`src/rtl/ttt_pkg.sv`:
```
package ttt_pkg;

  typedef enum logic [1:0] {
    ST_IDLE  = 2'd0,
    ST_XWAIT = 2'd1,
    ST_OWAIT = 2'd2,
    ST_OVER  = 2'd3
  } seq_state_t;

  typedef struct packed {
    logic x_win;
    logic o_win;
    logic tie;
    logic bad;
  } result_t;

endpackage

```
`src/rtl/ttt_move_check.sv`:
```
module ttt_move_check #(
  parameter int NSQ = 9
) (
  input  logic [NSQ-1:0] move,
  input  logic [NSQ-1:0] occ_mine,
  input  logic [NSQ-1:0] occ_other,
  output logic           one_hot,
  output logic           clash,
  output logic           legal
);
  logic [NSQ-1:0] lower;

  // move & (move - 1) clears the lowest set bit; zero left means at most one bit
  assign lower   = move - NSQ'(1);
  assign one_hot = (move != '0) && ((move & lower) == '0);
  assign clash   = ((move & (occ_mine | occ_other)) != '0);
  assign legal   = one_hot && !clash;
endmodule

```
`src/rtl/ttt_line_detect.sv`:
```
module ttt_line_detect #(
  parameter int SIDE = 3,
  parameter int NSQ  = SIDE * SIDE
) (
  input  logic [NSQ-1:0] marks,
  output logic           line_hit
);
  localparam int NLINE = 2 * SIDE + 2;

  logic [NLINE-1:0] hit;

  function automatic logic [NSQ-1:0] row_mask(input int r);
    logic [NSQ-1:0] m;
    m = '0;
    for (int c = 0; c < SIDE; c++) m[r * SIDE + c] = 1'b1;
    return m;
  endfunction

  function automatic logic [NSQ-1:0] col_mask(input int c);
    logic [NSQ-1:0] m;
    m = '0;
    for (int r = 0; r < SIDE; r++) m[r * SIDE + c] = 1'b1;
    return m;
  endfunction

  function automatic logic [NSQ-1:0] diag_mask(input bit anti);
    logic [NSQ-1:0] m;
    m = '0;
    for (int i = 0; i < SIDE; i++)
      m[i * SIDE + (anti ? (SIDE - 1 - i) : i)] = 1'b1;
    return m;
  endfunction

  for (genvar g = 0; g < SIDE; g++) begin : g_rc
    localparam logic [NSQ-1:0] RMASK = row_mask(g);
    localparam logic [NSQ-1:0] CMASK = col_mask(g);
    assign hit[g]        = ((marks & RMASK) == RMASK);
    assign hit[SIDE + g] = ((marks & CMASK) == CMASK);
  end

  localparam logic [NSQ-1:0] DMASK = diag_mask(1'b0);
  localparam logic [NSQ-1:0] AMASK = diag_mask(1'b1);
  assign hit[2 * SIDE]     = ((marks & DMASK) == DMASK);
  assign hit[2 * SIDE + 1] = ((marks & AMASK) == AMASK);

  assign line_hit = |hit;
endmodule

```
`src/rtl/ttt_game_seq.sv`:
```
module ttt_game_seq
  import ttt_pkg::*;
#(
  parameter  int SIDE        = 3,
  parameter  int SYNC_STAGES = 2,
  localparam int NSQ         = SIDE * SIDE
) (
  input  logic           clk,
  input  logic           rst_n,
  input  logic           start,
  input  logic           o_first,
  input  logic           x_valid,
  input  logic [NSQ-1:0] x_move,
  input  logic           o_valid,
  input  logic [NSQ-1:0] o_move,
  output logic [NSQ-1:0] board_x,
  output logic [NSQ-1:0] board_o,
  output logic           x_turn,
  output logic           o_turn,
  output logic           x_wins,
  output logic           o_wins,
  output logic           draw,
  output logic           illegal,
  output logic           game_over
);

  // reset: asserted asynchronously, released on the clock
  logic [SYNC_STAGES-1:0] rst_pipe;
  logic                   rst_int_n;

  always_ff @(posedge clk or negedge rst_n) begin
    if (!rst_n) rst_pipe <= '0;
    else        rst_pipe <= {rst_pipe[SYNC_STAGES-2:0], 1'b1};
  end
  assign rst_int_n = rst_pipe[SYNC_STAGES-1];

  // state registers
  seq_state_t     state_q, state_n;
  logic [NSQ-1:0] bx_q, bx_n, bo_q, bo_n;
  result_t        res_q, res_n;
  logic           load;

  // mover selection
  logic           o_moving;
  logic           mv_valid;
  logic [NSQ-1:0] mv;
  logic [NSQ-1:0] occ_mine, occ_other, mine_n;
  logic           mv_one_hot, mv_clash, mv_legal, mine_line, board_full;

  assign o_moving  = (state_q == ST_OWAIT);
  assign mv_valid  = ((state_q == ST_XWAIT) && x_valid) ||
                     ((state_q == ST_OWAIT) && o_valid);
  assign mv        = o_moving ? o_move : x_move;
  assign occ_mine  = o_moving ? bo_q : bx_q;
  assign occ_other = o_moving ? bx_q : bo_q;
  assign mine_n    = occ_mine | mv;
  assign board_full = &(mine_n | occ_other);

  ttt_move_check #(.NSQ(NSQ)) u_check (
    .move      (mv),
    .occ_mine  (occ_mine),
    .occ_other (occ_other),
    .one_hot   (mv_one_hot),
    .clash     (mv_clash),
    .legal     (mv_legal)
  );

  ttt_line_detect #(.SIDE(SIDE), .NSQ(NSQ)) u_lines (
    .marks    (mine_n),
    .line_hit (mine_line)
  );

  // next-state logic
  always_comb begin
    state_n = state_q;
    bx_n    = bx_q;
    bo_n    = bo_q;
    res_n   = res_q;
    load    = 1'b0;
    if (start) begin
      load    = 1'b1;
      bx_n    = '0;
      bo_n    = '0;
      res_n   = '0;
      state_n = o_first ? ST_OWAIT : ST_XWAIT;
    end else if (mv_valid) begin
      load = 1'b1;
      if (!mv_legal) begin
        res_n.bad = 1'b1;
        state_n   = ST_OVER;
      end else begin
        if (o_moving) bo_n = mine_n;
        else          bx_n = mine_n;
        if (mine_line) begin
          if (o_moving) res_n.o_win = 1'b1;
          else          res_n.x_win = 1'b1;
          state_n = ST_OVER;
        end else if (board_full) begin
          res_n.tie = 1'b1;
          state_n   = ST_OVER;
        end else begin
          state_n = o_moving ? ST_XWAIT : ST_OWAIT;
        end
      end
    end
  end

  // registers with explicit enable
  always_ff @(posedge clk or negedge rst_int_n) begin
    if (!rst_int_n) begin
      state_q <= ST_IDLE;
      bx_q    <= '0;
      bo_q    <= '0;
      res_q   <= '0;
    end else if (load) begin
      state_q <= state_n;
      bx_q    <= bx_n;
      bo_q    <= bo_n;
      res_q   <= res_n;
    end
  end

  assign board_x   = bx_q;
  assign board_o   = bo_q;
  assign x_turn    = (state_q == ST_XWAIT);
  assign o_turn    = (state_q == ST_OWAIT);
  assign x_wins    = res_q.x_win;
  assign o_wins    = res_q.o_win;
  assign draw      = res_q.tie;
  assign illegal   = res_q.bad;
  assign game_over = (state_q == ST_OVER);

endmodule

```
`config.mk`:
```
export PLATFORM = sky130hd
export DESIGN_NAME = ttt_game_seq
export DESIGN_NICKNAME = d
export VERILOG_FILES = /design/src/rtl/ttt_pkg.sv /design/src/rtl/ttt_move_check.sv /design/src/rtl/ttt_line_detect.sv /design/src/rtl/ttt_game_seq.sv
export SDC_FILE = /design/constraint.sdc
export NUM_CORES = 1
export LEC_CHECK = 0
export BUFFER_PORTS_ARGS = -buffer_cell sky130_fd_sc_hd__buf_2
export CORE_UTILIZATION = 48
export DETAILED_ROUTE_END_ITERATION = 8
export PLACE_DENSITY_LB_ADDON = 0.05
export SYNTH_ARGS = -nofsm -noshare
export SYNTH_HDL_FRONTEND = slang
export SYNTH_SLANG_ARGS = --single-unit
```
`constraint.sdc`:
```
create_clock -name clk -period 1.1 [get_ports clk]
set_clock_uncertainty 0.15 [all_clocks]
set_input_delay 0 -clock clk [delete_from_list [all_inputs] [get_ports clk]]
set_output_delay 0 -clock clk [all_outputs]
set_load 0.02 [all_outputs]
```
==> flow_summary.toml, run 1 <==
[outcome]
status = "complete, but fails checks"
violations = "negative hold slack, negative setup slack"

[routing]
vias = 2062
dr.pass1.iters = 5
drcViolationCount = 0
wl_met1_mm = 2.38
wire_per_inst_um = 14.5
drt_iter0_markers = 140
highest_layer = "met4"
routed_via_density = 5.48
wl_met3_um = 254
met2_wirelength_mm = 2.72
ant_nets = 0
wl_mm = 5.45

[sta]
min_period_ns = 2.55
fin_crit_sh_pct = 231
setup-violations-final = 31
hold_violations = 1
slew_viol_final = 0
setup_ws_ns = -1.45
tns_ns = -34.60
slew_headroom_pct = 67.2
tightest_slew_ns = 0.479
whs_ns = -0.0195
fmax_mhz = 393
rsz0062_at_grt = "true"

[floorplan]
row_count = 22
ioPinCount = 49
die_h_um = 65.1
coreArea_um2 = 3740
start_util_pct = 51.1
die_w_um = 65.1
dieArea_um2 = 4240

[layout]
final_nets = 353
mostFrequentLayoutCell = "buf_4"
final_cell_mix = "buf_4, nor2_1, buf_6, mux2i_1, buf_2"
nFillCells = 278
n_antenna_cell = 0
stdcell_area_um2 = 3000
drive_above_1_share_pct = 43.3
final_core_util_pct = 80.2
area_delta_synth_final_pct = 57.0
fin_cells = 376

[power_and_ir_drop]
ir_drop_mv = 0.509
p_leak_nw = 1.63
powerDensity_nw_per_um2 = 915

[worst_setup_path]
regToRegSetupSlack_ns = -1.45
cp-end-kind = "flop"
crit_type = "reg2reg"
reg2reg_depth = 9
worstPathRequired_ns = 1.11
critPathMaxFanout = 7
cp_data_arrival_time_ns = 2.56
start_kind = "flop"

[global_route]
grt_pass1_wl_mm = 8.88
grt_remaining_overflow = 0
grt_pass1_vias = 1975
grt_start_max_net_pins = 25
grtUsageTotal_pct = 27.2
antenna_found_initial = 0

[clock_tree]
tritoncts = "done"
clkLatencyLatePin_ns = 0.28
cts_root_buf = "clkbuf_8"
clkSlewWorstSetupHoldPaths_ns = 0.10
clockBufferDepth = 2
cts_buffers = 3
cts.sinks = 26
htreeDepth = 1

[synthesis]
synth_warnings = 0
synth_top_family_by_area = "simple AND/OR/NAND/NOR gates"
synth-adder-area-share_pct = 0
synth_mux_area_share_pct = 20.7
ys.flop_type = "dfrtp_1"
syn_inst = 214
async_reset_ff_share_pct = 100
synth_top_area_share_pct = 34.0
synth-compound-area-share_pct = 13.5
synth-seq-area-share_pct = 34.0
yosys.area_share.xor_xnor_pct = 1.83
mappedNetlistArea_um2 = 1910
synth_nets = 238
yosys.cell_types.count = 41
synth_edf_count = 0
synth_top_cell_by_area = "dfrtp_1"
synth_seq_cells = 26
avgSynthCellArea_um2 = 8.93
synth_area_leaders = "dfrtp_1, mux2i_1, nand2b_1"
synth-simple-area-share_pct = 26.0

[place]
port_buffers = 48
place_congestion = 1.01
dp_hpwl_mm = 4.09
placedCellCount = 365
dpl_cell_area_um2 = 2680

[run]
maxCapViolCount = 0

[min_path]
whs_path_depth = 4
hold_class = "in2reg"
through the flow:
| stage | setup slack (ns) | power (mW) |
|---|---|---|
| floorplan | -1.42 | 1.49 |
| global placement | -1.38 | 1.85 |
| detailed placement | -1.44 | 1.86 |
| CTS | -1.43 | 2.74 |
| global route | -1.57 | 2.86 |
| finish | -1.45 | 2.75 |
synthesized netlist by cell type, drive strengths merged, types with 2 or more instances:
cell type / count
xor2: 2
nor3: 7
dfrtp: 26
mux2i: 32
a211oi: 2
and2: 4
nand2: 8
a222oi: 2
o21ai: 7
nand4: 3
buf: 4
nor2: 36
inv: 5
nor4: 2
a2111oi: 2
a21oi: 7
mux2: 6
nand3: 2
a22o: 5
xnor2: 2
clkbuf: 5
nand2b: 28
or2: 4
flip-flops by register name, summed over array words and instances, names as in the netlist:
register and count:
board_x 9, x_wins 1, draw 1, state_q 2, board_o 9, illegal 1
rst_pipe 2, o_wins 1
final timing paths:
path,startpoint,to
max in group asynchronous,rst_n,rst_pipe[1]
min in group asynchronous,rst_pipe[1],board_x[3]
min reg2reg,rst_pipe[1],board_x[3]
max reg2reg,state_q[0],board_o[2]
max,state_q[0],board_o[2]
min,o_valid,illegal
where the power goes:
part	switching [mW]	internal, mW
clock network	0.328	0.487
logic	0.456	0.486
registers	0.0120	0.975
per-layer routing:
metal / vias up / track usage [%]
met1: 999 / 35.5
met2: 64 / 47.7
met5: - / 0
met4: 0 / 6.79
li1: 987 / -
met3: 12 / 3.30
cell families (layout without fill, tap and decap cells):
kind of cell / after synthesis / count (layout)
other: 1 / 1
AO/OA/AOI/OAI: 34 / 34
buffers and inverters: 14 / 128
flip-flops: 26 / 26
AND/OR/NAND/NOR: 97 / 97
multiplexers: 38 / 38
XOR/XNOR: 4 / 4
area by class of cell:
type / count / area, um^2 / share of cell area, %
well taps: 48 / 60.1 / 2.00
flip-flops and latches: 26 / 651 / 21.7
inverters: 5 / 23.8 / 0.792
repair buffers: 119 / 968 / 32.3
clock inverters: 1 / 30.0 / 1.00
multi-input cells: 174 / 1230 / 40.9
clock buffers: 3 / 41.3 / 1.38
timing repair:
| action | in CTS | in global routing |
|---|---|---|
| endpoints found under the hold margin | 5 | 0 |
| hold buffers | 3 | 0 |
| gates resized for setup | 44 | 18 |
| setup endpoints to repair | 38 | 40 |
| setup buffers | 3 | 9 |
| pin swaps | 5 | 4 |
critical path, stage by stage, from the launching register on:
cell and delay (ns):
dfrtp_1 0.40, nand2b_4 0.18, inv_6 0.08, mux2_4 0.30
a222oi_1 0.32, nand4_1 0.19, a311oi_4 0.30, nand3_2 0.18
buf_12 0.19, mux2i_2 0.14
Power figures use the tool's default switching activity.
==> inputs of run 2 (changes only) <==
--- a/config.mk
+++ b/config.mk
@@ -5,10 +5,11 @@
 export SDC_FILE = /design/constraint.sdc
 export NUM_CORES = 1
 export LEC_CHECK = 0
+export ABC_CLOCK_PERIOD_IN_PS = 2600
 export BUFFER_PORTS_ARGS = -buffer_cell sky130_fd_sc_hd__buf_2
-export CORE_UTILIZATION = 48
+export CORE_UTILIZATION = 53
 export DETAILED_ROUTE_END_ITERATION = 8
-export PLACE_DENSITY_LB_ADDON = 0.05
+export PLACE_DENSITY = 0.91
 export SYNTH_ARGS = -nofsm -noshare
 export SYNTH_HDL_FRONTEND = slang
 export SYNTH_SLANG_ARGS = --single-unit
==> constraint.sdc (replaced) <==
create_clock -name clk -period 2.6 [get_ports clk]
set_clock_uncertainty 0.15 [all_clocks]
set_input_delay 0 -clock clk [delete_from_list [all_inputs] [get_ports clk]]
set_output_delay 0 -clock clk [all_outputs]
set_load 0.02 [all_outputs]
==> run 2 against run 1 <==
The run ends with negative setup slack left. Die area fell by 9.1%. Sequential share of layout area rose by 5.4 points. Via count fell by 9.0%. Critical endpoint is now board_x[6]. Non-clock buffer count fell by 51. Critical path depth did not move. Core utilization fell by 9.3 points. Cell area fell by 20%. Hold slack improved by 0.092 ns. First-iteration DRC count rose by 7.9%. Flip-flop and latch count did not move. Setup slack improved by 1.4 ns.
==> flow_summary.toml, run 2 (synthesis results as in run 1) <==
[floorplan]
row_count = 21
ioPinCount = 49
coreArea_um2 = 3390
start_util_pct = 56.4
die_h_um = 62.1
die_w_um = 62.1
dieArea_um2 = 3850

[worst_setup_path]
crit_family = "compound AO/OA/AOI/OAI gates"
slowest_delay_ns = 0.41
cp_data_arrival_time_ns = 2.76
cp_num_buf_inv = 2
crit_top_cell = "nand4_1"
critPathMaxFanout = 6
worstPathRequired_ns = 2.71
crit_path_top_delay_cell = "dfrtp_1"
cp-end-kind = "flop"
cp_cell_sequence = "nand2b_4 -> inv_6 -> mux2_4 -> a222oi_1 -> nand4_1 -> a311oi_4 -> nand4_1 -> buf_6 -> mux2i_1"
crit_type = "reg2reg"
start_kind = "flop"

[layout]
area_delta_synth_final_pct = 25.7
final_cell_mix = "buf_2, nor2_1, mux2i_1, nand2b_1, dfrtp_1"
final_nets = 302
drive_above_1_share_pct = 31.0
multi_input_area_um2 = 1210
nFillCells = 262
mostFrequentLayoutCell = "buf_2"
seqCellArea_um2 = 651
fin_cells = 323
n_antenna_cell = 0

[routing]
wl_met3_um = 373
drt_iter0_markers = 151
vias = 1877
drcViolationCount = 0
wl_met1_mm = 2.06
routed_via_density = 5.81
wl_mm = 5.04
met2_wirelength_mm = 2.52
highest_layer = "met4"
dr.pass1.iters = 5
wire_per_inst_um = 15.6
ant_nets = 0

[sta]
slew_viol_final = 0
fmax_mhz = 378
tightest_slew_ns = 0.975
hold_violations = 0
setup-violations-final = 10
slew_headroom_pct = 35.0
fin_crit_sh_pct = 102
min_period_ns = 2.64
rsz0062_at_grt = "true"
setup_ws_ns = -0.0445

[place]
port_buffers = 48
detailedPlace.worstSlack_ns = -0.0463
place_congestion = 0.970
dp_hpwl_mm = 3.76
placedCellCount = 311

[clock_tree]
clkLatencyLatePin_ns = 0.33
htreeDepth = 1
cts_root_buf = "clkbuf_4"
cts_buffers = 3
tritoncts = "done"
clockBufferDepth = 2
clkSlewWorstSetupHoldPaths_ns = 0.15
cts.sinks = 26

[outcome]
status = "complete, but fails checks"
violations = "negative setup slack"

[power_and_ir_drop]
ir_drop_mv = 0.225
p_leak_nw = 1.31
powerDensity_nw_per_um2 = 397
power_uw = 954

[min_path]
hold_class = "in2reg"

[global_route]
grtUsageTotal_pct = 27.0
antenna_found_initial = 0
grt_start_max_net_pins = 39
grt_pass1_wl_mm = 7.54
grt_remaining_overflow = 0
grt_pass1_vias = 1709

[run]
maxCapViolCount = 0
==> run 2: cell types whose count changed in the layout (fill, tap and decap cells not counted), sizes merged <==
cell / change
buf: -54
dlygate4sd3: +3
bufinv: -1
clkbuf: +1
==> run 2: layout make-up <==
cell class	count	share of cell area [%]
sequential	26	27.1
tap	46	2.40
clock buffer	4	1.51
timing repair buffer	68	17.5
inverter	5	0.990
multi-input combinational	174	50.5
==> run 2: what timing repair did <==
item                                    4_1_cts  5_1_grt
pin swaps                                     1        4
resized for setup                             4        7
endpoints found under the setup margin       19       24
hold buffers                                  6        0
buffers inserted                              1        1
endpoints found under the hold margin         7        0
==> run 2: worst paths after layout <==
| check | start | end | slack (ns) | cells past startpoint |
|---|---|---|---|---|
| worst max-delay path | state_q[0] | board_x[6] | -0.04 | 9 |
| worst min-delay path | o_move[0] | board_o[0] | 0.07 | 5 |
| worst max register to register | state_q[0] | board_x[6] | -0.04 | 9 |
| worst min register to register | rst_pipe[0] | rst_pipe[1] | 0.22 | 0 |
| max in group asynchronous | rst_pipe[1] | board_x[5] | 1.44 | 0 |
| min in group asynchronous | rst_pipe[1] | board_o[0] | 0.27 | 0 |
==> run 2: metal layers <==
metal / global-route usage (%) / up-vias
li1: - / 885
met4: 9.52 / 0
met5: 0 / -
met1: 33.0 / 885
met2: 48.5 / 94
met3: 3.52 / 13
==> run 2: tightest hold or removal path, delay by kind of cell <==
| kind | cells | cell delay, ns |
|---|---|---|
| mux | 2 | 0.21 |
| simple gates | 2 | 0.20 |
| buf+inv | 1 | 0.12 |
==> run 2: where the power goes <==
group | switching, mW | internal, mW
clock | 0.129 | 0.0858
sequential | 0.0127 | 0.413
combinational | 0.170 | 0.144
total | 0.312 | 0.643
==> run 2: through the flow <==
| stage | setup TNS (ns) | util (%) | hold slack, ns | area, um^2 |
|---|---|---|---|---|
| 2_1_floorplan | 0 | - | -0.446 | 1920 |
| 3_3_place_gp | 0 | 66.5 | -0.365 | 2250 |
| 3_5_place_dp | -0.253 | 66.5 | -0.363 | 2250 |
| 4_1_cts | -0.387 | 70.0 | 0.0575 | 2370 |
| 5_1_grt | -2.50 | 70.9 | 0.0966 | 2400 |
| 6_report | -0.355 | 70.9 | 0.0722 | 2400 |
